File: src/rtl/fjb_pkg.sv
package fjb_pkg;

    typedef enum logic [1:0] {
        ST_CENTRED = 2'd0,
        ST_BEHIND  = 2'd1,
        ST_AHEAD   = 2'd2
    } zone_e;

    localparam int RATIO_W    = 10;
    localparam int RATIO_SLOW = 589;
    localparam int RATIO_MID  = 588;
    localparam int RATIO_FAST = 587;

endpackage

File: src/rtl/fjb_pos_fsm.sv
module fjb_pos_fsm
    import fjb_pkg::*;
#(
    parameter int LIMIT = 4,
    localparam int PW = $clog2(LIMIT) + 2
) (
    input  logic                   clk,
    input  logic                   rst_n,
    input  logic                   wr_evt,
    input  logic                   rd_evt,
    output logic signed [PW-1:0]   pos,
    output logic                   recentre,
    output logic [RATIO_W-1:0]     div_ratio
);

    localparam logic signed [PW-1:0] POS_HI = PW'(LIMIT);
    localparam logic signed [PW-1:0] POS_LO = -POS_HI;

    zone_e                 state_q, state_d;
    logic signed [PW-1:0]  pos_q, pos_d, step, pos_sum;
    logic                  frame_evt;

    always_comb begin
        frame_evt = wr_evt | rd_evt;
        if (wr_evt && !rd_evt)      step = PW'(1);
        else if (rd_evt && !wr_evt) step = -PW'(1);
        else                        step = '0;
        pos_sum  = pos_q + step;
        recentre = frame_evt && ((pos_sum >= POS_HI) || (pos_sum <= POS_LO));
    end

    // next-state logic
    always_comb begin
        state_d = state_q;
        pos_d   = pos_q;
        if (frame_evt) begin
            pos_d = recentre ? '0 : pos_sum;
            unique case (state_q)
                ST_CENTRED: begin
                    if (pos_sum > 0)      state_d = ST_AHEAD;   // lead
                    else if (pos_sum < 0) state_d = ST_BEHIND;  // lag
                end
                ST_BEHIND: begin
                    if (recentre)          state_d = ST_CENTRED; // recentre
                    else if (pos_sum == 0) state_d = ST_CENTRED; // settle
                end
                ST_AHEAD: begin
                    if (recentre)          state_d = ST_CENTRED; // recentre
                    else if (pos_sum == 0) state_d = ST_CENTRED; // settle
                end
                default: state_d = ST_CENTRED;
            endcase
        end
    end

    // state register
    always_ff @(posedge clk or negedge rst_n) begin
        if (!rst_n) begin
            state_q <= ST_CENTRED;
            pos_q   <= '0;
        end else begin
            state_q <= state_d;
            pos_q   <= pos_d;
        end
    end

    // outputs
    always_comb begin
        pos = pos_q;
        unique case (state_q)
            ST_BEHIND:  div_ratio = RATIO_W'(RATIO_SLOW);
            ST_AHEAD:   div_ratio = RATIO_W'(RATIO_FAST);
            default:    div_ratio = RATIO_W'(RATIO_MID);
        endcase
    end

    AST_POS_IN_WINDOW: assert property (@(posedge clk) disable iff (!rst_n)
        (pos_q < POS_HI) && (pos_q > POS_LO));

    AST_WRITE_STEP: assert property (@(posedge clk) disable iff (!rst_n)
        (wr_evt && !rd_evt && !recentre) |=> (pos_q == $past(pos_q) + PW'(1)));

    AST_IDLE_HOLD: assert property (@(posedge clk) disable iff (!rst_n)
        (!wr_evt && !rd_evt) |=> ($stable(div_ratio) && $stable(pos_q)));

    AST_CENTRE_RATIO: assert property (@(posedge clk) disable iff (!rst_n)
        (pos_q == 0) |-> (div_ratio == RATIO_W'(RATIO_MID)));

    AST_RECENTRE_ZERO: assert property (@(posedge clk) disable iff (!rst_n)
        recentre |=> (pos_q == 0));

endmodule

File: src/rtl/fjb_mute_timer.sv
module fjb_mute_timer #(
    parameter int MUTE_FRAMES = 128,
    localparam int CW = $clog2(MUTE_FRAMES + 1)
) (
    input  logic clk,
    input  logic rst_n,
    input  logic recentre,
    input  logic rd_evt,
    output logic mute_req
);

    logic [CW-1:0] cnt_q;

    always_ff @(posedge clk or negedge rst_n) begin
        if (!rst_n)                      cnt_q <= '0;
        else if (recentre)               cnt_q <= CW'(MUTE_FRAMES);
        else if (rd_evt && cnt_q != '0)  cnt_q <= cnt_q - 1'b1;
    end

    assign mute_req = !rst_n || (cnt_q != '0);

    AST_MUTE_AFTER_RECENTRE: assert property (@(posedge clk) disable iff (!rst_n)
        recentre |=> mute_req);

    AST_MUTE_RELOAD: assert property (@(posedge clk) disable iff (!rst_n)
        (recentre && mute_req) |=> (cnt_q == CW'(MUTE_FRAMES)));

endmodule

File: src/rtl/fjb_addr_gen.sv
module fjb_addr_gen #(
    parameter int DEPTH       = 2048,
    parameter int FRAME_BYTES = 32,
    localparam int AW      = $clog2(DEPTH),
    localparam int OW      = $clog2(FRAME_BYTES),
    localparam int NFRAMES = DEPTH / FRAME_BYTES,
    localparam int FPW     = $clog2(NFRAMES)
) (
    input  logic           clk,
    input  logic           rst_n,
    input  logic           wr_evt,
    input  logic           rd_evt,
    input  logic           recentre,
    input  logic [OW-1:0]  wr_ofs,
    input  logic [OW-1:0]  rd_ofs,
    output logic [FPW-1:0] wr_ptr,
    output logic [FPW-1:0] rd_ptr,
    output logic [AW-1:0]  wr_addr,
    output logic [AW-1:0]  rd_addr
);

    localparam logic [FPW-1:0] CENTRE = FPW'(NFRAMES / 2);

    logic [FPW-1:0] rd_nx, wr_nx;

    always_comb begin
        rd_nx = rd_ptr + FPW'(rd_evt);
        wr_nx = recentre ? (rd_nx + CENTRE) : (wr_ptr + FPW'(wr_evt));
    end

    always_ff @(posedge clk or negedge rst_n) begin
        if (!rst_n) begin
            wr_ptr <= CENTRE;
            rd_ptr <= '0;
        end else begin
            wr_ptr <= wr_nx;
            rd_ptr <= rd_nx;
        end
    end

    assign wr_addr = AW'(AW'(wr_ptr) * AW'(FRAME_BYTES) + AW'(wr_ofs));
    assign rd_addr = AW'(AW'(rd_ptr) * AW'(FRAME_BYTES) + AW'(rd_ofs));

    AST_RD_ADVANCE: assert property (@(posedge clk) disable iff (!rst_n)
        rd_evt |=> (rd_ptr == $past(rd_ptr) + FPW'(1)));

endmodule

File: src/rtl/frame_jitter_ctrl.sv
module frame_jitter_ctrl
    import fjb_pkg::*;
#(
    parameter int DEPTH       = 2048,
    parameter int FRAME_BYTES = 32,
    parameter int LIMIT       = 4,
    parameter int MUTE_FRAMES = 128,
    localparam int AW  = $clog2(DEPTH),
    localparam int OW  = $clog2(FRAME_BYTES),
    localparam int PW  = $clog2(LIMIT) + 2,
    localparam int FPW = $clog2(DEPTH / FRAME_BYTES)
) (
    input  logic                 clk,
    input  logic                 rst_n,
    input  logic                 wr_frame_done,
    input  logic                 rd_frame_done,
    input  logic [OW-1:0]        wr_ofs,
    input  logic [OW-1:0]        rd_ofs,
    output logic [AW-1:0]        wr_addr,
    output logic [AW-1:0]        rd_addr,
    output logic [RATIO_W-1:0]   div_ratio,
    output logic                 mute_req,
    output logic signed [PW-1:0] drift
);

    localparam logic [FPW-1:0] CENTRE = FPW'((DEPTH / FRAME_BYTES) / 2);

    logic           recentre;
    logic [FPW-1:0] wr_ptr, rd_ptr;

    fjb_pos_fsm #(.LIMIT(LIMIT)) u_fsm (
        .clk       (clk),
        .rst_n     (rst_n),
        .wr_evt    (wr_frame_done),
        .rd_evt    (rd_frame_done),
        .pos       (drift),
        .recentre  (recentre),
        .div_ratio (div_ratio)
    );

    fjb_mute_timer #(.MUTE_FRAMES(MUTE_FRAMES)) u_mute (
        .clk      (clk),
        .rst_n    (rst_n),
        .recentre (recentre),
        .rd_evt   (rd_frame_done),
        .mute_req (mute_req)
    );

    fjb_addr_gen #(.DEPTH(DEPTH), .FRAME_BYTES(FRAME_BYTES)) u_addr (
        .clk      (clk),
        .rst_n    (rst_n),
        .wr_evt   (wr_frame_done),
        .rd_evt   (rd_frame_done),
        .recentre (recentre),
        .wr_ofs   (wr_ofs),
        .rd_ofs   (rd_ofs),
        .wr_ptr   (wr_ptr),
        .rd_ptr   (rd_ptr),
        .wr_addr  (wr_addr),
        .rd_addr  (rd_addr)
    );

    AST_PTR_TRACK: assert property (@(posedge clk) disable iff (!rst_n)
        (FPW'(wr_ptr - rd_ptr) == FPW'(CENTRE + FPW'(drift))));

endmodule

File: config.mk
export PLATFORM = sky130hd
export DESIGN_NAME = frame_jitter_ctrl
export DESIGN_NICKNAME = d
export VERILOG_FILES = /design/src/rtl/fjb_pkg.sv /design/src/rtl/fjb_pos_fsm.sv /design/src/rtl/fjb_mute_timer.sv /design/src/rtl/fjb_addr_gen.sv /design/src/rtl/frame_jitter_ctrl.sv
export SDC_FILE = /design/constraint.sdc
export NUM_CORES = 1
export LEC_CHECK = 0
export BUFFER_PORTS_ARGS = -buffer_cell sky130_fd_sc_hd__buf_2
export CORE_ASPECT_RATIO = 0.75
export CORE_MARGIN = 3
export CORE_UTILIZATION = 50
export DETAILED_ROUTE_END_ITERATION = 10
export GPL_TIMING_DRIVEN = 0
export MAX_ROUTING_LAYER = met4
export PLACE_DENSITY = 0.78
export SYNTH_ARGS = -nofsm -noshare
export SYNTH_HDL_FRONTEND = slang
export SYNTH_SLANG_ARGS = --single-unit
File: constraint.sdc
create_clock -name clk -period 3.2 [get_ports clk]
set_input_delay 0.32 -clock clk [delete_from_list [all_inputs] [get_ports clk]]
set_output_delay 0.32 -clock clk [all_outputs]
set_load 0.1 [all_outputs]
* After elaboration in Yosys (flattened, before gate mapping)
Cells that the tools add are included.
** Cells by class
- Reductions and logical operators :: 15
- Muxes and demuxes :: 12
- Bitwise operators :: 1
- Add/subtract/negate cells :: 7
- Equality and inequality tests :: 4
- Order comparisons :: 4
** Operators with widths (number)
- 32-bit zero test :: 1
- 11-bit by 5-bit adder with 11-bit output :: 2
- 8-bit 2-to-1 mux :: 2
- 6-bit by 1-bit adder with 6-bit output :: 2
- 4-bit 2-to-1 mux :: 3
- 2-bit 2-to-1 mux :: 4
- 8-bit nonzero test :: 1
- 8-bit by 1-bit subtractor with 8-bit output, second input constant :: 1
- 6-bit adder, second input constant :: 1
- 6-bit 2-to-1 mux :: 1
- 3-bit by 1-bit != test with 1-bit output, second input constant :: 2
- 3-bit one-hot mux with 2 select lines :: 1
- 4-bit adder :: 1
- 4-bit >= comparator, second input constant :: 1
- 4-bit by 1-bit > comparator with 1-bit output, second input constant :: 1
- 4-bit by 3-bit less-or-equal comparator with 1-bit output, second input constant :: 1
- 1-bit logical AND :: 4
- 4-bit by 1-bit < comparator with 1-bit output, second input constant :: 1
- 2-bit one-hot mux with 2 select lines :: 1
- 1-bit zero test :: 3
- 3-bit AND reduction :: 1
- 2-bit by 1-bit == test with 1-bit output, second input constant :: 1
- 2-bit == test, second input constant :: 1
- 2-bit zero test :: 1
- other kinds (4) :: 5
** Word-level totals
- Bits of input ports :: 14
- Register bits after elaboration :: 26

* Longest topological paths before layout
Gate-level depths: netlist of run 1.
- Depth after elaboration :: 10
- Depth in mapped cells :: 11
- Depth with buffers taken out :: 9

* Modules after synthesis
From an unflattened synthesis of run 1, not the netlist that was laid out.
** Second synthesis, totals
- Cell total of the unflattened synthesis :: 186
- Area, all modules :: 1854.3 um^2
** Modules (own cells, without submodules)
- fjb_addr_gen :: times used 1, area each 713.2 um^2, cells each 63
- fjb_pos_fsm :: times used 1, area each 658.1 um^2, cells each 73
- fjb_mute_timer :: times used 1, area each 483.0 um^2, cells each 50

* Worst setup path after synthesis of run 1
No wires, ideal clock.
- Kind :: register -> register
- From :: register u_fsm.pos_q[0] (netlist: u_fsm.pos[0])
- To :: register u_fsm.state_q[0]
- Stages on the path, launching flop included :: 8
- Arrival time :: 2.810 ns
- Path buffers :: 0
- Path slack :: 0.263 ns
- Cell sequence :: dfrtp_1 > ha_1 > fa_1 > nor2_1 > mux2_2 > a21oi_1 > mux2i_1 > mux2_1
** On the way
- Word-level cells in the longest chain between the ends :: 6
- Elaborated cells on any way between the ends :: 14
- Those cells by class :: add/sub (1); order compare (4); eq/ne (2); mux (3); reduce/logical (4)
** RTL lines
- start: declaration :: line fjb_pos_fsm.sv:20 : logic signed [PW-1:0] pos_q, pos_d, step, pos_sum;
- start signal: assignment :: line fjb_pos_fsm.sv:63 : pos_q <= pos_d;
- 4-bit adder (*) :: line fjb_pos_fsm.sv:28 : pos_sum = pos_q + step;
- 4-bit >= comparator / 4-bit by 3-bit less-or-equal comparator with 1-bit output (equally long branches) :: line fjb_pos_fsm.sv:29 : recentre = frame_evt && ((pos_sum >= POS_HI) || (pos_sum <= POS_LO));
- 1-bit logical OR :: line fjb_pos_fsm.sv:29
- 1-bit logical AND :: line fjb_pos_fsm.sv:29
- 3-bit by 1-bit != test with 1-bit output (no source line) / 2-bit 2-to-1 mux (equally long branches)
- 3-bit AND reduction (no source line) / 2-bit one-hot mux with 2 select lines (equally long branches)
- end signal: assignment :: line fjb_pos_fsm.sv:62 : state_q <= state_d;
- end: declaration :: line fjb_pos_fsm.sv:19 : zone_e state_q, state_d;
Mark *: on every way between the ends. The rest lies on a longest branch, timed or not.
A chain may end at the register's enable or synchronous reset.

* Final worst setup path of run 1
- From :: input port rd_frame_done
- To :: register u_fsm.state_q[0]
** On the way
- Word-level cells in the longest chain between the ends :: 9
- Elaborated cells on any way between the ends :: 20
- Those cells by class :: add/sub (1); order compare (4); eq/ne (2); mux (5); bitwise (1); reduce/logical (7)
** RTL lines
- start: declaration :: line frame_jitter_ctrl.sv:16 : input logic rd_frame_done,
- 1-bit logical AND / 1-bit zero test (equally long branches) :: line fjb_pos_fsm.sv:26, fjb_pos_fsm.sv:25
- 4-bit 2-to-1 mux / 1-bit logical AND (equally long branches) :: line fjb_pos_fsm.sv:26, fjb_pos_fsm.sv:25
- 4-bit 2-to-1 mux :: line fjb_pos_fsm.sv:25 : if (wr_evt && !rd_evt) step = PW'(1);
- 4-bit adder :: line fjb_pos_fsm.sv:28
- 4-bit >= comparator / 4-bit by 3-bit less-or-equal comparator with 1-bit output (equally long branches) :: line fjb_pos_fsm.sv:29
- 1-bit logical OR :: line fjb_pos_fsm.sv:29
- 1-bit logical AND :: line fjb_pos_fsm.sv:29
- 3-bit by 1-bit != test with 1-bit output (no source line) / 2-bit 2-to-1 mux (equally long branches)
- 3-bit AND reduction (no source line) / 2-bit one-hot mux with 2 select lines (equally long branches)
Parallel ways exist; a longest one is shown, timed or not.

==> results of run 1 <==
## cell usage in the layout (no fill, tap or decap), types with 2 or more instances in the layout
cell type | netlist | routed
a21oi_1 | 3 | 3
o21ai_1 | 2 | 2
nand2b_1 | 4 | 4
a21o_1 | 3 | 3
buf_6 | 2 | 2
inv_1 | 7 | 7
nand2_1 | 10 | 10
mux2_4 | 5 | 5
nand3_1 | 5 | 5
clkbuf_8 | 0 | 3
nor3b_1 | 2 | 2
dfrtp_1 | 25 | 25
nor4_1 | 2 | 2
ha_1 | 14 | 14
clkbuf_1 | 1 | 2
xor2_1 | 7 | 7
xnor2_1 | 10 | 10
mux2i_1 | 4 | 4
nor2_1 | 17 | 17
buf_2 | 0 | 33
conb_1 | 2 | 7
buf_4 | 17 | 17
## path summary, 6_finish.rpt
check | slack (ns) | depth (start not counted) | end | from
min in group clk | 0.43 | 3 | u_addr.wr_ptr[0]$_DFF_PN0_ | wr_frame_done
setup reg to reg | 0.68 | 7 | u_fsm.state_q[0]$_DFFE_PN0P_ | u_fsm.pos[0]$_DFFE_PN0P_
max in group asynchronous | 2.78 | 1 | u_mute.cnt_q[3]$_DFFE_PN0P_ | rst_n
hold reg to reg | 0.49 | 1 | u_addr.rd_ptr[5]$_DFF_PN0_ | u_addr.rd_ptr[5]$_DFF_PN0_
setup / recovery | 0.55 | 10 | u_fsm.state_q[0]$_DFFE_PN0P_ | rd_frame_done
hold / removal | 0.05 | 1 | u_mute.cnt_q[2]$_DFFE_PN0P_ | rst_n
## routing by layer
metal  vias up  part of all wire (%)  GRT usage (%)  wire [um]
met1       514                    42           17.6       1210
met3         6                   5.7           3.79        164
met2        42                    50           26.1       1460
li1        579                     -              -          -
met4         0                   1.8           4.56         53
met5         -                     0              -          0
## kinds of logic (layout without fill, tap and decap cells)
kind of cell | count (synthesis) | in the layout | share of synthesized area, %
simple gates | 44 | 44 | 12.7
buf+inv | 27 | 64 | 10.9
flops | 26 | 26 | 39.5
xor+xnor | 18 | 18 | 10.0
fa+ha+maj | 15 | 15 | 11.8
compound gates | 14 | 14 | 6.29
mux | 11 | 11 | 8.33
other cells | 2 | 7 | 0.455
## area by class of cell
class                      instances  area [sq um]
inverter                           7          26.3
buffer                            20           154
timing repair buffer              33           165
sequential                        26           652
tap                               38          47.5
multi-input combinational        109           838
clock buffer                       4          45.0
fill                             244          1110
## flip-flops by register name (all words and copies together), names as in the netlist
signal and flops:
u_addr.rd_ptr 6, u_addr.wr_ptr 6, u_fsm.pos 4, u_fsm.state_q 2, u_mute.cnt_q 8
## critical path, cell delays in order
cell and delay, ns:
buf_2 0.17, inv_1 0.07, ha_1 0.28, ha_1 0.22, fa_1 0.48, nor2_1 0.28
mux2_2 0.37, a21oi_1 0.16, mux2i_1 0.13, mux2_1 0.33
## cells in the mapped netlist, drive strengths merged, types with 4 or more instances
| cell type | count | area share [%] |
|---|---|---|
| inv | 7 | 1.6 |
| nor2 | 17 | 3.9 |
| buf | 19 | 9.1 |
| a21oi | 4 | 1.4 |
| mux2 | 7 | 5.9 |
| ha | 14 | 11 |
| mux2i | 4 | 2.4 |
| dfrtp | 25 | 38 |
| nand2 | 10 | 2.3 |
| nand3 | 5 | 1.5 |
| nand2b | 4 | 1.5 |
| xor2 | 7 | 3.7 |
| xnor2 | 11 | 6.3 |
## through the flow
step                area [sq um]  hold slack, ns  instances
floorplan                   1670          0.0244        162
global placement            1880           0.347        233
detailed placement          1880           0.360        233
CTS                         1930          0.0662        237
global route                1930          0.0885        237
finish                      1930          0.0455        237
==> results.sh, run 1 <==
export IMPL_status="finished clean"
export IMPL_core_area_sq_um=3040
export IMPL_critPathLaunchType="input port"
export IMPL_first_global_vias=1117
export IMPL_post_drt_wl_per_cell_um=12.2
export IMPL_max_slew_worst_pin_slew_ns=0.581
export IMPL_die_x_um=72.4
export IMPL_ys_types=35
export IMPL_drt_first_iter_violations=48
export IMPL_cts_resized=0
export IMPL_viasPerCell=4.81
export IMPL_finalWorstSetupSlack_ns=0.550
export IMPL_grt_antenna_before_repair=0
export IMPL_postLayoutCoreUtil_pct=63.4
export IMPL_port_buffers=33
export IMPL_synth_ff_type="dfrtp_1"
export IMPL_num_vias=1141
export IMPL_layout_min_cycle_time_ns=2.65
export IMPL_critPathKind="in -> reg"
export IMPL_rsz0062_at_grt="no"
export IMPL_placementRows=17
export IMPL_cts_root_buf="clkbuf_8"
export IMPL_cts_hold_buf=0
export IMPL_nets=229
export IMPL_start_util_pct=54.3
export IMPL_area_growth_pct=16.7
export IMPL_diodes=0
export IMPL_grt_ovfl_total=0
export IMPL_relSlewSlack_pct=61.3
export IMPL_drive_above_1_share_pct=32.7
export IMPL_first_pass_iters=4
export IMPL_die_h_um=55.8
export IMPL_yosysWarnings=0
export IMPL_clk_latency_ns=0.27
export IMPL_drv_slew=0
export IMPL_clockBufferDepth=2
export IMPL_clock_sinks=26
export IMPL_critical_path_peak_fanout=8
export IMPL_ys_ff_latch=26
export IMPL_synth_seq_area_share_pct=39.5
export IMPL_crit_arrival_ns=2.80
export IMPL_grt_use_total_pct=15.3
export IMPL_syn_avg_cell_area_sq_um=10.5
export IMPL_max_cap_violations=0
export IMPL_drt_wl_total_um=2890
export IMPL_setup_viol=0
export IMPL_design_die_area_sq_um=4040
export IMPL_grt_pass1_wl_um=4770
export IMPL_place_hpwl_um=2280
export IMPL_cts_tree="built"
export IMPL_grt_max_degree=28
export IMPL_synth_async_sr_flop_share_pct=100
export IMPL_fin_setup_tns_ns=0
export IMPL_holdCritPathClass="in -> async"
export IMPL_antenna_left=0
export IMPL_dp_worst_setup_slack_ns=0.263
export IMPL_crit_path_end_kind="flop"
export IMPL_io_pins=51
export IMPL_crit_required_ns=3.35
export IMPL_gp_congestion=0.828
export IMPL_clock_fmax_mhz=377
export IMPL_hold_viol_final=0
export IMPL_syn_area_sq_um=1650
export IMPL_fin_crit_sh_pct=82.8
export IMPL_synth_edf_count=0
export IMPL_post_cts_buffers=0
export IMPL_h_tree_depth=1
export IMPL_cts_clk_slew_worst_paths_ns=0.08
export IMPL_drc=0
export IMPL_synth_cells=157
export IMPL_fin_worst_skew_ns=0.00357
export IMPL_numCtsBuffers=3
Power of run 1 is not shown: default switching activity piles up to over one toggle a cycle in this logic, so the estimate is an artifact.
==> inputs of run 2 (changes only) <==
--- a/config.mk
+++ b/config.mk
@@ -5,14 +5,15 @@
 export SDC_FILE = /design/constraint.sdc
 export NUM_CORES = 1
 export LEC_CHECK = 0
+export ABC_AREA = 1
 export BUFFER_PORTS_ARGS = -buffer_cell sky130_fd_sc_hd__buf_2
 export CORE_ASPECT_RATIO = 0.75
 export CORE_MARGIN = 3
-export CORE_UTILIZATION = 50
+export CORE_UTILIZATION = 47
 export DETAILED_ROUTE_END_ITERATION = 10
 export GPL_TIMING_DRIVEN = 0
 export MAX_ROUTING_LAYER = met4
-export PLACE_DENSITY = 0.78
+export PLACE_DENSITY = 0.76
 export SYNTH_ARGS = -nofsm -noshare
 export SYNTH_HDL_FRONTEND = slang
 export SYNTH_SLANG_ARGS = --single-unit
==> constraint.sdc (replaced) <==
create_clock -name clk -period 2.1 [get_ports clk]
set_input_delay 0.21 -clock clk [delete_from_list [all_inputs] [get_ports clk]]
set_output_delay 0.21 -clock clk [all_outputs]
set_load 0.1 [all_outputs]
==> run 2 against run 1 <==
Effect of this change: register-to-register slack got worse by 0.56 ns; critical endpoint is now u_fsm.pos[1]$_DFFE_PN0P_; worst setup slack got worse by 0.43 ns; count of clock-buffer cells in the layout decreased by 1; clock skew rose by 0.0029 ns; global-route usage rose by 0.47 points; synthesized cell count grew 32%; die area is 14% higher.
==> results.sh, run 2 <==
export IMPL_start_util_pct=51.6
export IMPL_final_cell_mix="36 x nand2_1, 33 x inv_1, 33 x buf_2, 23 x dfrtp_1, 18 x buf_4"
export IMPL_relSlewSlack_pct=59.8
export IMPL_crit_required_ns=2.26
export IMPL_layout_commonest_cell="nand2_1"
export IMPL_critical_path_peak_fanout=6
export IMPL_synth_ff_type="dfrtp_1"
export IMPL_slowest_delay_ns=0.50
export IMPL_fin_crit_sh_pct=94.5
export IMPL_synth_most_common_cell="nand2_1"
export IMPL_diodes=0
export IMPL_drive_above_1_share_pct=37.3
export IMPL_core_area_sq_um=3470
export IMPL_synth_area_leader_cell="dfrtp_1"
export IMPL_area_growth_pct=21.7
export IMPL_synth_compound_area_share_pct=5.03
export IMPL_largest_register_ffs=8
export IMPL_dp_worst_setup_slack_ns=-0.254
export IMPL_netlist_area_leader_share_pct=35.0
export IMPL_die_x_um=77.2
export IMPL_path_cells="ha_4, fa_2, nand3b_1, nand2_2, nor2_4, nand2_2, nand3_4, buf_12, nand3_1, nand2_1"
export IMPL_whs_path_depth=4
export IMPL_multiInputGateArea_sq_um=892
export IMPL_gp_congestion=0.839
export IMPL_cts_clk_slew_worst_paths_ns=0.09
export IMPL_clockBufferDepth=2
export IMPL_io_pins=51
export IMPL_synthTopCellsByCount="36 x nand2_1, 33 x inv_1, 25 x dfrtp_1"
export IMPL_numCtsBuffers=3
export IMPL_postLayoutCoreUtil_pct=62.8
export IMPL_viasPerCell=4.36
export IMPL_fin_worst_skew_ns=0.00644
export IMPL_post_drt_wl_per_cell_um=10.9
export IMPL_worstReg2RegEnd="u_fsm.pos[1]$_DFFE_PN0P_"
export IMPL_ys_ff_latch=26
export IMPL_drt_wl_total_um=3290
export IMPL_synth_async_sr_flop_share_pct=100
export IMPL_crit_path_end_kind="flop"
export IMPL_placementRows=18
export IMPL_crit_arrival_ns=2.15
export IMPL_place_hpwl_um=2650
export IMPL_synth_top_family_by_area="simple AND/OR/NAND/NOR gates"
export IMPL_synth_cells=207
export IMPL_nFillCells=324
export IMPL_syn_area_sq_um=1790
export IMPL_critPathLaunchType="flop"
export IMPL_die_h_um=59.4
export IMPL_holdCritPathClass="in -> reg"
export IMPL_critPathKind="reg -> reg"
export IMPL_seq_area_sq_um=657
export IMPL_path_buf_inv=1
export IMPL_antenna_left=0
export IMPL_r2r_cells=10
export IMPL_hold_viol_final=0
export IMPL_first_pass_iters=5
export IMPL_max_cap_violations=0
export IMPL_synth_edf_count=0
export IMPL_synth_adder_area_share_pct=10.9
export IMPL_grt_max_degree=28
export IMPL_r2r_slack_ns=0.12
export IMPL_first_global_vias=1178
export IMPL_grt_ovfl_total=0
export IMPL_cts_root_buf="clkbuf_8"
export IMPL_ys_types=26
export IMPL_h_tree_depth=1
export IMPL_synth_area_mux_share_pct=0
export IMPL_slowest_stage="dfrtp_4"
export IMPL_max_slew_worst_pin_slew_ns=0.603
export IMPL_yosysWarnings=0
export IMPL_synth_seq_area_share_pct=36.4
export IMPL_design_die_area_sq_um=4590
export IMPL_r2r_start="u_fsm.pos[0]$_DFFE_PN0P_"
export IMPL_clk_latency_ns=0.27
export IMPL_port_buffers=33
export IMPL_syn_avg_cell_area_sq_um=8.64
export IMPL_layout_min_cycle_time_ns=1.98
export IMPL_grt_use_total_pct=15.7
export IMPL_synthSimpleGateAreaFrac_pct=24.8
export IMPL_finalWorstSetupSlack_ns=0.115
export IMPL_hold_end="u_addr.wr_ptr[0]$_DFF_PN0_"
export IMPL_clock_fmax_mhz=504
export IMPL_cts_tree="built"
export IMPL_hp_start="wr_frame_done"
export IMPL_drt_first_iter_violations=47
export IMPL_nets=282
export IMPL_biggestRegsByFlops="u_mute.cnt_q (8), u_addr.rd_ptr (6), u_addr.wr_ptr (6)"
export IMPL_crit_top_cell="nand2_2"
export IMPL_grt_antenna_before_repair=0
export IMPL_synthTopCellsByArea="dfrtp_1 35%, ha_1 9.8%, nand2_1 7.6%, buf_4 7.1%, inv_1 6.9%"
export IMPL_drc=0
export IMPL_num_vias=1316
export IMPL_grt_pass1_wl_um=5580
export IMPL_drv_slew=0
export IMPL_status="finished clean"
export IMPL_regMostFlops="u_mute.cnt_q"
export IMPL_cp_top_family="simple AND/OR/NAND/NOR gates"
export IMPL_setup_viol=0
export IMPL_clock_sinks=26
export IMPL_yosys_area_share_xor_xnor_pct=6.36
[run 2: per-stage QoR]
step | hold WS, ns | instance area [sq um] | cells | setup TNS [ns]
2_1_floorplan | -0.0856 | 1830 | 212 | 0
3_3_place_gp | 0.243 | 2060 | 295 | -2.53
3_5_place_dp | 0.252 | 2060 | 295 | -3.74
4_1_cts | 0.291 | 2140 | 300 | 0
5_1_grt | 0.306 | 2180 | 302 | -0.000938
6_report | 0.298 | 2180 | 302 | 0
[run 2: final cells by class]
cell class,instances,area share [%]
Multi-Input combinational cell,133,41.0
Sequential cell,26,30.2
Timing Repair Buffer,36,9.54
Buffer,19,7.30
Inverter,34,5.86
Tap cell,50,2.87
Clock buffer,3,1.90
Clock inverter,1,1.38
[run 2: cells by family (layout without fill, tap and decap cells)]
group,count (synthesis),after routing
simple gates,86,86
xor+xnor,13,13
flops,26,26
fa+ha+maj,15,15
buf+inv,53,93
other cells,2,7
compound gates,12,12
[run 2: per-layer routing]
metal / track usage (%) / vias up / wire (um)
met2: 23.6 / 32 / 1490
met1: 22.2 / 576 / 1660
met4: 2.28 / 0 / 10
met3: 3.80 / 2 / 137
met5: - / - / 0
li1: - / 706 / -
[run 2: what timing repair did]
item                       CTS  global route
setup endpoints to repair    0            17
hold buffers                 1             0
setup buffers                0             1
gates resized for setup      0             2
hold endpoints to repair    25             0
[run 2: worst max-delay path by stage]
| stage | to | cells past startpoint | start |
|---|---|---|---|
| floorplan | u_addr.wr_ptr[4]$_DFF_PN0_ | 10 | u_fsm.pos[0]$_DFFE_PN0P_ |
| global placement | u_fsm.pos[1]$_DFFE_PN0P_ | 12 | rd_frame_done |
| detailed placement | u_fsm.pos[1]$_DFFE_PN0P_ | 12 | rd_frame_done |
| CTS | u_fsm.pos[1]$_DFFE_PN0P_ | 9 | u_fsm.pos[0]$_DFFE_PN0P_ |
| global route | u_fsm.pos[1]$_DFFE_PN0P_ | 10 | u_fsm.pos[0]$_DFFE_PN0P_ |
| finish | u_fsm.pos[1]$_DFFE_PN0P_ | 10 | u_fsm.pos[0]$_DFFE_PN0P_ |
[run 2: worst min-delay path: cells and delay by family]
family | cells | cell delay [ns]
AND/OR/NAND/NOR | 1 | 0.05
AO/OA/AOI/OAI | 1 | 0.04
buffers and inverters | 1 | 0.09
adder cells (fa/ha/maj) | 1 | 0.14
Power of run 2 is left out for the same reason.
==> inputs of run 3 (changes only) <==
--- a/config.mk
+++ b/config.mk
@@ -14,6 +14,8 @@
 export GPL_TIMING_DRIVEN = 0
 export MAX_ROUTING_LAYER = met4
 export PLACE_DENSITY = 0.76
+export RECOVER_POWER = 25
+export REMOVE_ABC_BUFFERS = 1
 export SYNTH_ARGS = -nofsm -noshare
 export SYNTH_HDL_FRONTEND = slang
 export SYNTH_SLANG_ARGS = --single-unit
==> run 3 against run 2 <==
Effect of this change: routed wire length shrank 3.7%; sequential share of layout area up 2.6 points; hold slack got worse by 0.010 ns; via count decreased by 2.1%; register-to-register slack worse by 0.03 ns; maximum frequency decreased by 1.7%; clock skew shrank 0.0049 ns.
==> results.sh, run 3 (synthesis gave the netlist of run 2 again) <==
export IMPL_design_die_area_sq_um=4590
export IMPL_placedCellCount=266
export IMPL_max_slew_worst_pin_slew_ns=0.608
export IMPL_nets=257
export IMPL_dp_worst_setup_slack_ns=-0.590
export IMPL_place_hpwl_um=2290
export IMPL_crit_arrival_ns=2.19
export IMPL_die_h_um=59.4
export IMPL_clock_fmax_mhz=495
export IMPL_critPathKind="in -> reg"
export IMPL_fin_hold_ws_ns=0.288
export IMPL_drv_slew=0
export IMPL_wl_met3_um=179
export IMPL_cts_root_buf="clkbuf_8"
export IMPL_final_cell_mix="36 x nand2_1, 33 x inv_1, 25 x dfrtp_1, 22 x buf_2"
export IMPL_fin_crit_sh_pct=96.2
export IMPL_crit_required_ns=2.27
export IMPL_top_layer="met4"
export IMPL_clock_sinks=26
export IMPL_layout_min_cycle_time_ns=2.02
export IMPL_clk_latency_ns=0.27
export IMPL_num_vias=1288
export IMPL_fin_cells=277
export IMPL_post_drt_wl_per_cell_um=11.4
export IMPL_critPathLaunchType="input port"
export IMPL_drt_first_iter_violations=27
export IMPL_largest_register_ffs=8
export IMPL_drive_above_1_share_pct=29.1
export IMPL_area_growth_pct=11.1
export IMPL_port_buffers=23
export IMPL_viasPerCell=4.65
export IMPL_clockBufferDepth=2
export IMPL_grt_max_degree=28
export IMPL_first_pass_iters=4
export IMPL_grt_use_total_pct=15.2
export IMPL_grt_pass1_wl_um=5350
export IMPL_status="finished clean"
export IMPL_final_cell_area_sq_um=1990
export IMPL_wl_met2_um=1470
export IMPL_grt_ovfl_total=0
export IMPL_setup_viol=0
export IMPL_holdCritPathClass="in -> reg"
export IMPL_antenna_left=0
export IMPL_first_global_vias=1207
export IMPL_relSlewSlack_pct=59.5
export IMPL_layout_commonest_cell="nand2_1"
export IMPL_met1_length_um=1510
export IMPL_drt_wl_total_um=3170
export IMPL_diodes=0
export IMPL_gp_congestion=0.758
export IMPL_fin_worst_skew_ns=0.00155
export IMPL_grt_antenna_before_repair=0
export IMPL_regMostFlops="u_mute.cnt_q"
export IMPL_max_cap_violations=0
export IMPL_io_pins=51
export IMPL_die_x_um=77.2
export IMPL_h_tree_depth=1
export IMPL_core_area_sq_um=3470
export IMPL_nFillCells=337
export IMPL_cts_tree="built"
export IMPL_post_dp_cell_area_sq_um=1830
export IMPL_finalWorstSetupSlack_ns=0.0805
export IMPL_cts_clk_slew_worst_paths_ns=0.09
export IMPL_placementRows=18
export IMPL_biggestRegsByFlops="u_mute.cnt_q (8), u_addr.rd_ptr (6), u_addr.wr_ptr (6)"
export IMPL_start_util_pct=51.6
export IMPL_critical_path_peak_fanout=6
export IMPL_drc=0
export IMPL_crit_path_end_kind="flop"
export IMPL_rsz0062_at_grt="no"
export IMPL_numCtsBuffers=3
export IMPL_hold_viol_final=0
export IMPL_r2r_slack_ns=0.09
[run 3: changes by cell type in the layout (fill, tap and decap cells not counted), sizes merged]
cell / before / now
buf: 53 / 27
nand3: 18 / 19
[run 3: critical path, cell delays in order]
cell,delay (ns)
clkbuf_4,0.16
inv_1,0.05
ha_1,0.27
ha_1,0.21
fa_2,0.57
nor2_4,0.06
nor2_4,0.11
nand2_2,0.11
nand3_4,0.13
nand2_2,0.07
buf_4,0.13
nand3_1,0.06
nand2_1,0.05
[run 3: layer usage]
| layer | track usage, % | vias up |
|---|---|---|
| met5 | - | - |
| met1 | 18.5 | 596 |
| met2 | 25.3 | 38 |
| met4 | 2.54 | 0 |
| li1 | - | 652 |
| met3 | 4.86 | 2 |
[run 3: layout make-up]
| class | count | area, sq um | area share (%) |
|---|---|---|---|
| Multi-Input combinational cell | 134 | 897 | 45.1 |
| Clock inverter | 1 | 30.0 | 1.51 |
| Inverter | 34 | 128 | 6.42 |
| Tap cell | 50 | 62.6 | 3.15 |
| Sequential cell | 26 | 652 | 32.8 |
| Timing Repair Buffer | 29 | 178 | 8.94 |
| Clock buffer | 3 | 41.3 | 2.08 |
[run 3: final timing paths]
check,from,end,cells past startpoint
max,rd_frame_done,u_fsm.state_q[0]$_DFFE_PN0P_,13
min,rd_frame_done,u_addr.rd_ptr[0]$_DFF_PN0_,2
max reg2reg,u_fsm.pos[0]$_DFFE_PN0P_,u_fsm.state_q[0]$_DFFE_PN0P_,10
min reg2reg,u_fsm.state_q[0]$_DFFE_PN0P_,u_fsm.state_q[0]$_DFFE_PN0P_,2
max in group asynchronous,rst_n,u_fsm.pos[3]$_DFFE_PN0P_,2
min in group asynchronous,rst_n,u_fsm.state_q[1]$_DFFE_PN0P_,2
[run 3: timing repair]
| action | CTS | global route |
|---|---|---|
| resized for setup | 2 | 3 |
| hold buffers | 1 | 0 |
| setup buffers | 3 | 2 |
| gates cloned | 1 | 0 |
| hold endpoints to repair | 25 | 0 |
| pin swaps | 1 | 2 |
| endpoints found under the setup margin | 18 | 17 |
[run 3: metrics by stage]
stage / setup TNS, ns / utilization, %
floorplan: -9.30 / -
global placement: -6.90 / 52.7
detailed placement: -7.89 / 52.7
CTS: 0 / 56.5
global route: 0 / 57.3
finish: 0 / 57.3
Power of run 3 is left out for the same reason.
